<file path="config.mk">
export PLATFORM = sky130hd
export DESIGN_NAME = card_column_packer
export DESIGN_NICKNAME = d
export VERILOG_FILES = /design/src/rtl/ccp_pkg.sv /design/src/rtl/ccp_hollerith.sv /design/src/rtl/ccp_ctrl.sv /design/src/rtl/ccp_datapath.sv /design/src/rtl/card_column_packer.sv
export SDC_FILE = /design/constraint.sdc
export NUM_CORES = 1
export LEC_CHECK = 0
export ABC_AREA = 1
export BUFFER_PORTS_ARGS = -buffer_cell sky130_fd_sc_hd__buf_2
export CORE_ASPECT_RATIO = 0.6
export CORE_MARGIN = 2
export CORE_UTILIZATION = 25
export CTS_BUF_LIST = sky130_fd_sc_hd__clkbuf_4
export DETAILED_ROUTE_END_ITERATION = 8
export GPL_TIMING_DRIVEN = 0
export PLACE_DENSITY_LB_ADDON = 0.08
export SKIP_LAST_GASP = 1
export SLEW_MARGIN = 20
export SYNTH_ARGS = -nofsm -noshare
export SYNTH_HDL_FRONTEND = slang
export SYNTH_HIERARCHICAL = 1
export SYNTH_SLANG_ARGS = --single-unit
</file>
<file path="constraint.sdc">
create_clock -name clk -period 2.5 [get_ports clk]
set_clock_uncertainty 0.15 [all_clocks]
set_input_delay 0.375 -clock clk [delete_from_list [all_inputs] [get_ports clk]]
set_output_delay 0.375 -clock clk [all_outputs]
set_load 0.05 [all_outputs]
</file>
<file path="src/rtl/ccp_pkg.sv">
package ccp_pkg;
  localparam int ROWS   = 12;
  localparam int WORD_W = 16;
  localparam int CHAR_W = 8;
  localparam int PAD_W  = WORD_W - ROWS;

  localparam logic [CHAR_W-1:0] CH_SPACE = 8'h20;
  localparam logic [CHAR_W-1:0] CH_BAD   = 8'h3F;

  typedef struct packed {
    logic loadBin;
    logic loadHigh;
    logic emitPair;
    logic emitFlush;
    logic convert;
  } ccp_ctl_t;
endpackage

</file>
<file path="src/rtl/ccp_hollerith.sv">
module ccp_hollerith
  import ccp_pkg::*;
(
  input  logic [ROWS-1:0]   punch,
  output logic [CHAR_W-1:0] charCode,
  output logic              invalid
);
  logic [2:0] zone;
  logic [8:0] digits;
  logic       noDigit;
  logic       oneDigit;
  logic [3:0] dVal;
  logic [CHAR_W-1:0] dExt;

  assign zone     = punch[11:9];
  assign digits   = punch[8:0];
  assign noDigit  = (digits == 9'd0);
  assign oneDigit = !noDigit && ((digits & (digits - 9'd1)) == 9'd0);
  assign dExt     = {4'b0, dVal};

  always_comb begin
    dVal = 4'd0;
    for (int i = 0; i < 9; i++) begin
      if (digits[i]) dVal = 4'(9 - i);
    end
  end

  always_comb begin
    charCode = CH_BAD;
    invalid  = 1'b1;
    unique case (zone)
      3'b000: begin
        if (noDigit)       begin charCode = CH_SPACE;      invalid = 1'b0; end
        else if (oneDigit) begin charCode = 8'h30 + dExt;  invalid = 1'b0; end
      end
      3'b100: begin
        if (noDigit)       begin charCode = 8'h26;         invalid = 1'b0; end
        else if (oneDigit) begin charCode = 8'h40 + dExt;  invalid = 1'b0; end
      end
      3'b010: begin
        if (noDigit)       begin charCode = 8'h2D;         invalid = 1'b0; end
        else if (oneDigit) begin charCode = 8'h49 + dExt;  invalid = 1'b0; end
      end
      3'b001: begin
        if (noDigit)       begin charCode = 8'h30;         invalid = 1'b0; end
        else if (oneDigit && dVal >= 4'd2) begin
          charCode = 8'h51 + dExt; invalid = 1'b0;
        end
      end
      default: begin
        charCode = CH_BAD;
        invalid  = 1'b1;
      end
    endcase
  end
endmodule

</file>
<file path="src/rtl/ccp_ctrl.sv">
module ccp_ctrl
  import ccp_pkg::*;
#(
  parameter int COL_W = 7
) (
  input  logic             clk,
  input  logic             rstN,
  input  logic             modeChar,
  input  logic [COL_W-1:0] colsPerCard,
  input  logic             colStrobe,
  input  logic             wordReady,
  output ccp_ctl_t         ctl,
  output logic             wordValid,
  output logic             lastWord,
  output logic             overrun
);
  logic [COL_W-1:0] colIdx;
  logic [COL_W-1:0] lastIdx;
  logic             halfFull;
  logic             accept;
  logic             isLast;
  logic             emit;

  assign lastIdx = colsPerCard - COL_W'(1);
  assign isLast  = (colIdx == lastIdx);
  assign accept  = colStrobe && !wordValid;

  always_comb begin
    ctl.loadBin   = accept && !modeChar;
    ctl.convert   = accept && modeChar;
    ctl.loadHigh  = accept && modeChar && !halfFull && !isLast;
    ctl.emitFlush = accept && modeChar && !halfFull && isLast;
    ctl.emitPair  = accept && modeChar && halfFull;
  end

  assign emit = ctl.loadBin || ctl.emitFlush || ctl.emitPair;

  always_ff @(posedge clk) begin
    if (!rstN) begin
      colIdx    <= '0;
      halfFull  <= 1'b0;
      wordValid <= 1'b0;
      lastWord  <= 1'b0;
      overrun   <= 1'b0;
    end else begin
      if (accept) colIdx <= isLast ? '0 : colIdx + COL_W'(1);

      if (ctl.loadHigh)      halfFull <= 1'b1;
      else if (ctl.emitPair) halfFull <= 1'b0;

      if (emit) begin
        wordValid <= 1'b1;
        lastWord  <= isLast;
      end else if (wordValid && wordReady) begin
        wordValid <= 1'b0;
        lastWord  <= 1'b0;
      end

      if (colStrobe && wordValid) overrun <= 1'b1;
    end
  end
endmodule

</file>
<file path="src/rtl/ccp_datapath.sv">
module ccp_datapath
  import ccp_pkg::*;
(
  input  logic              clk,
  input  logic              rstN,
  input  ccp_ctl_t          ctl,
  input  logic [ROWS-1:0]   colData,
  output logic [WORD_W-1:0] wordData,
  output logic              charError
);
  logic [CHAR_W-1:0] curChar;
  logic              curBad;
  logic [CHAR_W-1:0] hiByte;

  ccp_hollerith u_conv (
    .punch    (colData),
    .charCode (curChar),
    .invalid  (curBad)
  );

  always_ff @(posedge clk) begin
    if (!rstN) begin
      hiByte    <= '0;
      wordData  <= '0;
      charError <= 1'b0;
    end else begin
      if (ctl.loadHigh)  hiByte   <= curChar;
      if (ctl.loadBin)   wordData <= {{PAD_W{1'b0}}, colData};
      if (ctl.emitFlush) wordData <= {curChar, CH_SPACE};
      if (ctl.emitPair)  wordData <= {hiByte, curChar};
      if (ctl.convert && curBad) charError <= 1'b1;
    end
  end
endmodule

</file>
<file path="src/rtl/card_column_packer.sv">
module card_column_packer
  import ccp_pkg::*;
#(
  parameter int COL_W = 7
) (
  input  logic             clk,
  input  logic             rstN,
  input  logic             modeChar,
  input  logic [COL_W-1:0] colsPerCard,
  input  logic             colStrobe,
  input  logic [11:0]      colData,
  input  logic             wordReady,
  output logic [15:0]      wordData,
  output logic             wordValid,
  output logic             lastWord,
  output logic             charError,
  output logic             overrun
);
  ccp_ctl_t ctl;

  ccp_ctrl #(.COL_W(COL_W)) u_ctrl (
    .clk         (clk),
    .rstN        (rstN),
    .modeChar    (modeChar),
    .colsPerCard (colsPerCard),
    .colStrobe   (colStrobe),
    .wordReady   (wordReady),
    .ctl         (ctl),
    .wordValid   (wordValid),
    .lastWord    (lastWord),
    .overrun     (overrun)
  );

  ccp_datapath u_dp (
    .clk       (clk),
    .rstN      (rstN),
    .ctl       (ctl),
    .colData   (colData),
    .wordData  (wordData),
    .charError (charError)
  );
endmodule

</file>
* Yosys cells after proc, flatten, opt, wreduce, memory -nomap -nowiden
Index checks and enable logic that the tools add are counted.
Storage, ports and cells: register bits 36, latch bits 0, RAM bits 0, memory bits (read-only) 0, input port bits 24, output and inout bits 20, logic and storage cells 79, memories kept 0
Cells by class: add/sub/neg operators 7, $mul 0, divide/modulo/power cells 0, order comparisons 1, eq/ne operators 4, shift operators 0, muxes and demuxes 32, bitwise logic cells 1, reduce and logical (&&, ||, !) cells 26
Operators by type and width (count):
- two-way mux 16 bit | 3
- two-way mux 8 bit | 6
- two-way mux 4 bit | 9
- one-hot mux 8 bit (4 select lines) | 1
- adder 7 x 4 -> 8 bit, first input constant | 3
- two-way mux 7 bit | 3
- logical NOT 9 bit | 2
- logical AND 1 bit | 12
- AND 9 bit | 1
- two-way mux 1 bit | 9
- subtractor 9 x 1 -> 9 bit, second input constant | 1
- adder 6 x 4 -> 7 bit, first input constant | 1
- adder 7 x 1 -> 7 bit, second input constant | 1
- == test 7 bit | 1
- subtractor 7 x 1 -> 7 bit, second input constant | 1
- logical NOT 1 bit | 5
- >= comparator 4 x 2 -> 1 bit, second input constant | 1
- nonzero test 2 bit | 2
- == test 3 x 1 -> 1 bit, second input constant | 1
- == test 3 x 2 -> 1 bit, second input constant | 1
- == test 3 bit, second input constant | 1
- logical NOT 3 bit | 1
- nonzero test 3 bit | 1
- OR reduction 3 bit | 1
- other kinds (2) | 3

* Depth between registers and ports, before layout
depth in word-level cells 16, gate-level depth with buffers 19, depth with buffers taken out 19

* Hierarchy
The synthesis kept the hierarchy.
Modules (own cells, without submodules):
- ccp_datapath | times used 1, cells an instance 184, area an instance 1265.0 sq um, sequential area each 500.5 sq um
- ccp_ctrl | times used 1, cells an instance 124, area an instance 809.5 sq um, sequential area each 220.2 sq um
- ccp_hollerith | times used 1, cells an instance 129, area an instance 641.9 sq um, sequential area each 0.0 sq um

* Least setup slack after synthesis
OpenSTA, ideal clock, no wires.
path kind input -> register, from input colsPerCard[0], to register u_dp.wordData[7], setup time 0.117 ns, data arrival time 1.864 ns, data required time 2.233 ns, path slack 0.369 ns, stages 16, buffers on the path 2, cells stage by stage inv_1 > ha_1 > nand2_1 > inv_1 > nor2_1 > nand2_1 > nor2_1 > nand2_1 > nor2_4 > nand3_1 > inv_1 > buf_6 > nor2_8 > buf_8 > a21boi_0 > nor2_1
RTL lines:
- from (decl) | RTL line card_column_packer.sv:9 | input logic [COL_W-1:0] colsPerCard,
- to (signal assigned) | RTL line ccp_datapath.sv:28 | if (ctl.loadBin) wordData <= {{PAD_W{1'b0}}, colData};
- to (signal assigned) | RTL line ccp_datapath.sv:29 | if (ctl.emitFlush) wordData <= {curChar, CH_SPACE};
- to (signal assigned) | RTL line ccp_datapath.sv:30 | if (ctl.emitPair) wordData <= {hiByte, curChar};
- to (decl) | RTL line ccp_datapath.sv:8 | output logic [WORD_W-1:0] wordData,

* Final worst setup path
from input colData[0], to register u_dp.wordData[9]
On the way: word-level cells in the longest chain between the ends 16, elaborated cells on any way between the ends 32, classes of those cells add/sub: 5; order compare: 1; mux: 20; bitwise: 1; reduce/logical: 5
RTL lines:
- from (decl) | RTL line card_column_packer.sv:11 | input logic [11:0] colData,
- branches (longest 13 deep; another with adder 7 x 4 -> 8 bit)
- one-hot mux 8 bit (4 select lines) * | RTL line ccp_hollerith.sv:31 | unique case (zone)
- net u_dp.curChar[1] | RTL line ccp_datapath.sv:11 | logic [CHAR_W-1:0] curChar;
- two-way mux 16 bit * | RTL line ccp_datapath.sv:29
- two-way mux 16 bit * | RTL line ccp_datapath.sv:30
Mark *: on every way through the listed nets, which the timed path passes. A chain may end at the register's enable or synchronous reset.

==> qor.yml <==
synth_top_area_share_pct: 26.5
grt_max_degree: 12
clk_latency_ns: 0.34
period_needed_ns: 2.22
crit_fanout: 4
avgSynthCellArea_um2: 6.22
postCtsResizedCells: 0
synth_compound_area_share_pct: 13.4
fmax_mhz: 451
finalHoldViolCount: 0
core_area_um2: 10600
power.leakage_nw: 1.68
worstMarginPinSlew_ns: 0.518
finalWirelength_mm: 7.97
yosysTopAreaCell: "dfxtp_1"
fp.dieH_um: 84.7
finalWeightedCongestion: 0.790
synth_area_leaders: "dfxtp_1, nand2_1, inv_1"
hold_path_class: "input port to register"
p_total_mw: 1.46
ys_seq_elements: 36
synth-simple-area-share_pct: 40.1
vias_per_cell: 4.36
synth.area.mux_share_pct: 0
setup-violations-final: 0
initial_core_util_pct: 25.7
portBuffers: 43
ys_warn_count: 6
worst_ep_required_time_ns: 2.63
cts_sinks: 36
p_switching_mw: 0.511
pin_count: 44
area_growth_pct: 17.3
drt_iter0_drc: 183
final_max_slew_viol_count: 0
relSlewSlack_pct: 65.5
fill_cells: 1176
die_area_um2: 11700
vias: 2732
synthFlopType: "dfxtp_1"
yosysUniqueCellTypes: 38
syn_inst: 437
synth_most_common_cell: "nand2_1"
rsz0062_at_grt: "no"
fin_util_pct: 30.2
grt-ovfl-total: 0
drive_gt1_share_pct: 20.1
synth_commonest_cells: "nand2_1, inv_1, nor2_1"
ys_seq_area_share_pct: 26.5
cap_viol_max_count: 0
antenna_found_initial: 0
synth-edff-count: 0
dieWidth_um: 139
cts_max_level: 2
syn_nets: 465
dp_hpwl_mm: 6.48
crit_path_end_kind: "register"
postCtsHoldBufs: 0
post_cts_buffers: 0
fin_setup_tns_ns: 0
clk_pin_slew_ns: 0.11
synth_top_family_by_area: "simple AND/OR/NAND/NOR gates"
synth_area_um2: 2720
crit_arrival_ns: 2.35
synthArstFlopShare_pct: 0
status: "finished clean"
grt.total_usage_pct: 14.5
cts_root_buf: "clkbuf_4"
rows: 29
avgRoutedWirePerCell_um: 12.7
cts_tree: "done"
critical_path_class: "input port to register"
nets: 515
period_share_pct: 88.8
critPathLaunchType: "input port"
p_per_area_nw_per_um2: 458
drt-pass1-iter-count: 5
yosys.area_share.xor_xnor_pct: 2.90
vdd_ir_drop_max_uv: 204
cts_buffer_depth: 2
numCtsBuffers: 5
intPower_mw: 0.949
pwr-share-seq_pct: 43.0
drc: 0
ant_nets: 0
grt_pass1_vias: 2607
final_cell_count_no_fill: 627
p_comb_share_pct: 27.4
p_sw_share_pct: 35.0
dp_cells: 619
hold-worst-slack_ns: 0.174
yosys.area_share.adder_pct: 1.84
clock_power_share_pct: 29.6
diodes: 0
grt_pass1_wl_mm: 13.5
## final timing paths
path,depth (start not counted),to,start,slack (ns)
hold / removal,4,u_ctrl/wordValid$_SDFFE_PN0P_,wordReady,0.17
setup reg to reg,13,u_dp/wordData[4]$_SDFFE_PN0P_,u_ctrl/colIdx[0]$_SDFFE_PN0P_,0.40
hold reg to reg,2,u_dp/hiByte[7]$_SDFFE_PN0P_,u_dp/hiByte[7]$_SDFFE_PN0P_,0.32
setup / recovery,19,u_dp/wordData[9]$_SDFFE_PN0P_,colData[0],0.28
## critical path, cell delays in order
cell     delay (ns)
buf_2          0.13
inv_1          0.05
o21ai_1        0.11
nand2_1        0.08
nand2_1        0.07
nand2_1        0.05
nand2_1        0.14
inv_1          0.09
ha_1           0.18
inv_1          0.06
nand3_1        0.12
nand4_2        0.18
nand2_2        0.07
and2_4         0.14
nand2_1        0.16
inv_1          0.08
nand2_1        0.06
nand3_1        0.07
a21oi_1        0.14
## power groups by stage
| stage | clock, mW | combinational [mW] | sequential [mW] |
|---|---|---|---|
| CTS | 0.453 | 0.401 | 0.629 |
| global route | 0.475 | 0.449 | 0.635 |
| global placement | 0 | 0.398 | 0.641 |
| floorplan | 0 | 0.208 | 0.712 |
| finish | 0.432 | 0.400 | 0.628 |
| detailed placement | 0 | 0.399 | 0.641 |
## area by class of cell
class	count	area (um2)	share of cell area (%)
Tap cell	139	174	5.46
Timing Repair Buffer	43	215	6.76
Sequential cell	36	721	22.6
Clock buffer	6	45.0	1.41
Clock inverter	2	35.0	1.10
Inverter	79	299	9.39
Buffer	12	111	3.50
Multi-Input combinational cell	310	1590	49.8
## state kept, by name (all words and copies together), names as in the netlist
| signal | flops |
|---|---|
| u_ctrl/wordValid | 1 |
| u_ctrl/overrun | 1 |
| u_ctrl/lastWord | 1 |
| u_ctrl/colIdx | 7 |
| u_dp/wordData | 16 |
| u_dp/charError | 1 |
| u_ctrl/halfFull | 1 |
| u_dp/hiByte | 8 |
## metrics by stage
| stage | cell area, um2 | setup WS, ns |
|---|---|---|
| 2_1_floorplan | 2720 | 0.369 |
| 3_3_place_gp | 3110 | -0.145 |
| 3_5_place_dp | 3110 | -0.111 |
| 4_1_cts | 3190 | 0.275 |
| 5_1_grt | 3190 | 0.0524 |
| 6_report | 3190 | 0.281 |
## layout by cell type (no fill, tap or decap), types with 2 or more instances in the layout
master / count
xnor2_1: 4
nor2_1: 43
buf_2: 44
nand2_2: 6
inv_1: 71
dfxtp_1: 36
nor2_8: 2
a21oi_1: 31
nand4_1: 6
clkbuf_4: 6
nand2_1: 123
inv_2: 6
nand3_2: 3
ha_1: 4
nor3_1: 2
nand2_4: 2
o21ai_0: 21
nand3_1: 24
xor2_1: 5
o21ai_1: 4
buf_6: 6
buf_4: 2
nor2_2: 6
nor2_4: 6
a21boi_0: 9
## cells by family (layout without fill, tap and decap cells)
kind of cell / Yosys count / after routing
simple gates: 229 / 229
buf+inv: 91 / 142
compound gates: 67 / 67
flops: 36 / 36
xor+xnor: 9 / 9
fa+ha+maj: 4 / 4
other cells: 1 / 1
## metal layers
layer / wire length (um) / vias to the layer above / track usage, %
met1: 4890 / 1217 / 24.1
met2: 2670 / 68 / 18.3
met4: 23 / 0 / 2.04
met3: 389 / 2 / 3.31
met5: 0 / - / 0
li1: - / 1445 / -
No activity file was read; power rests on OpenSTA's default activity.
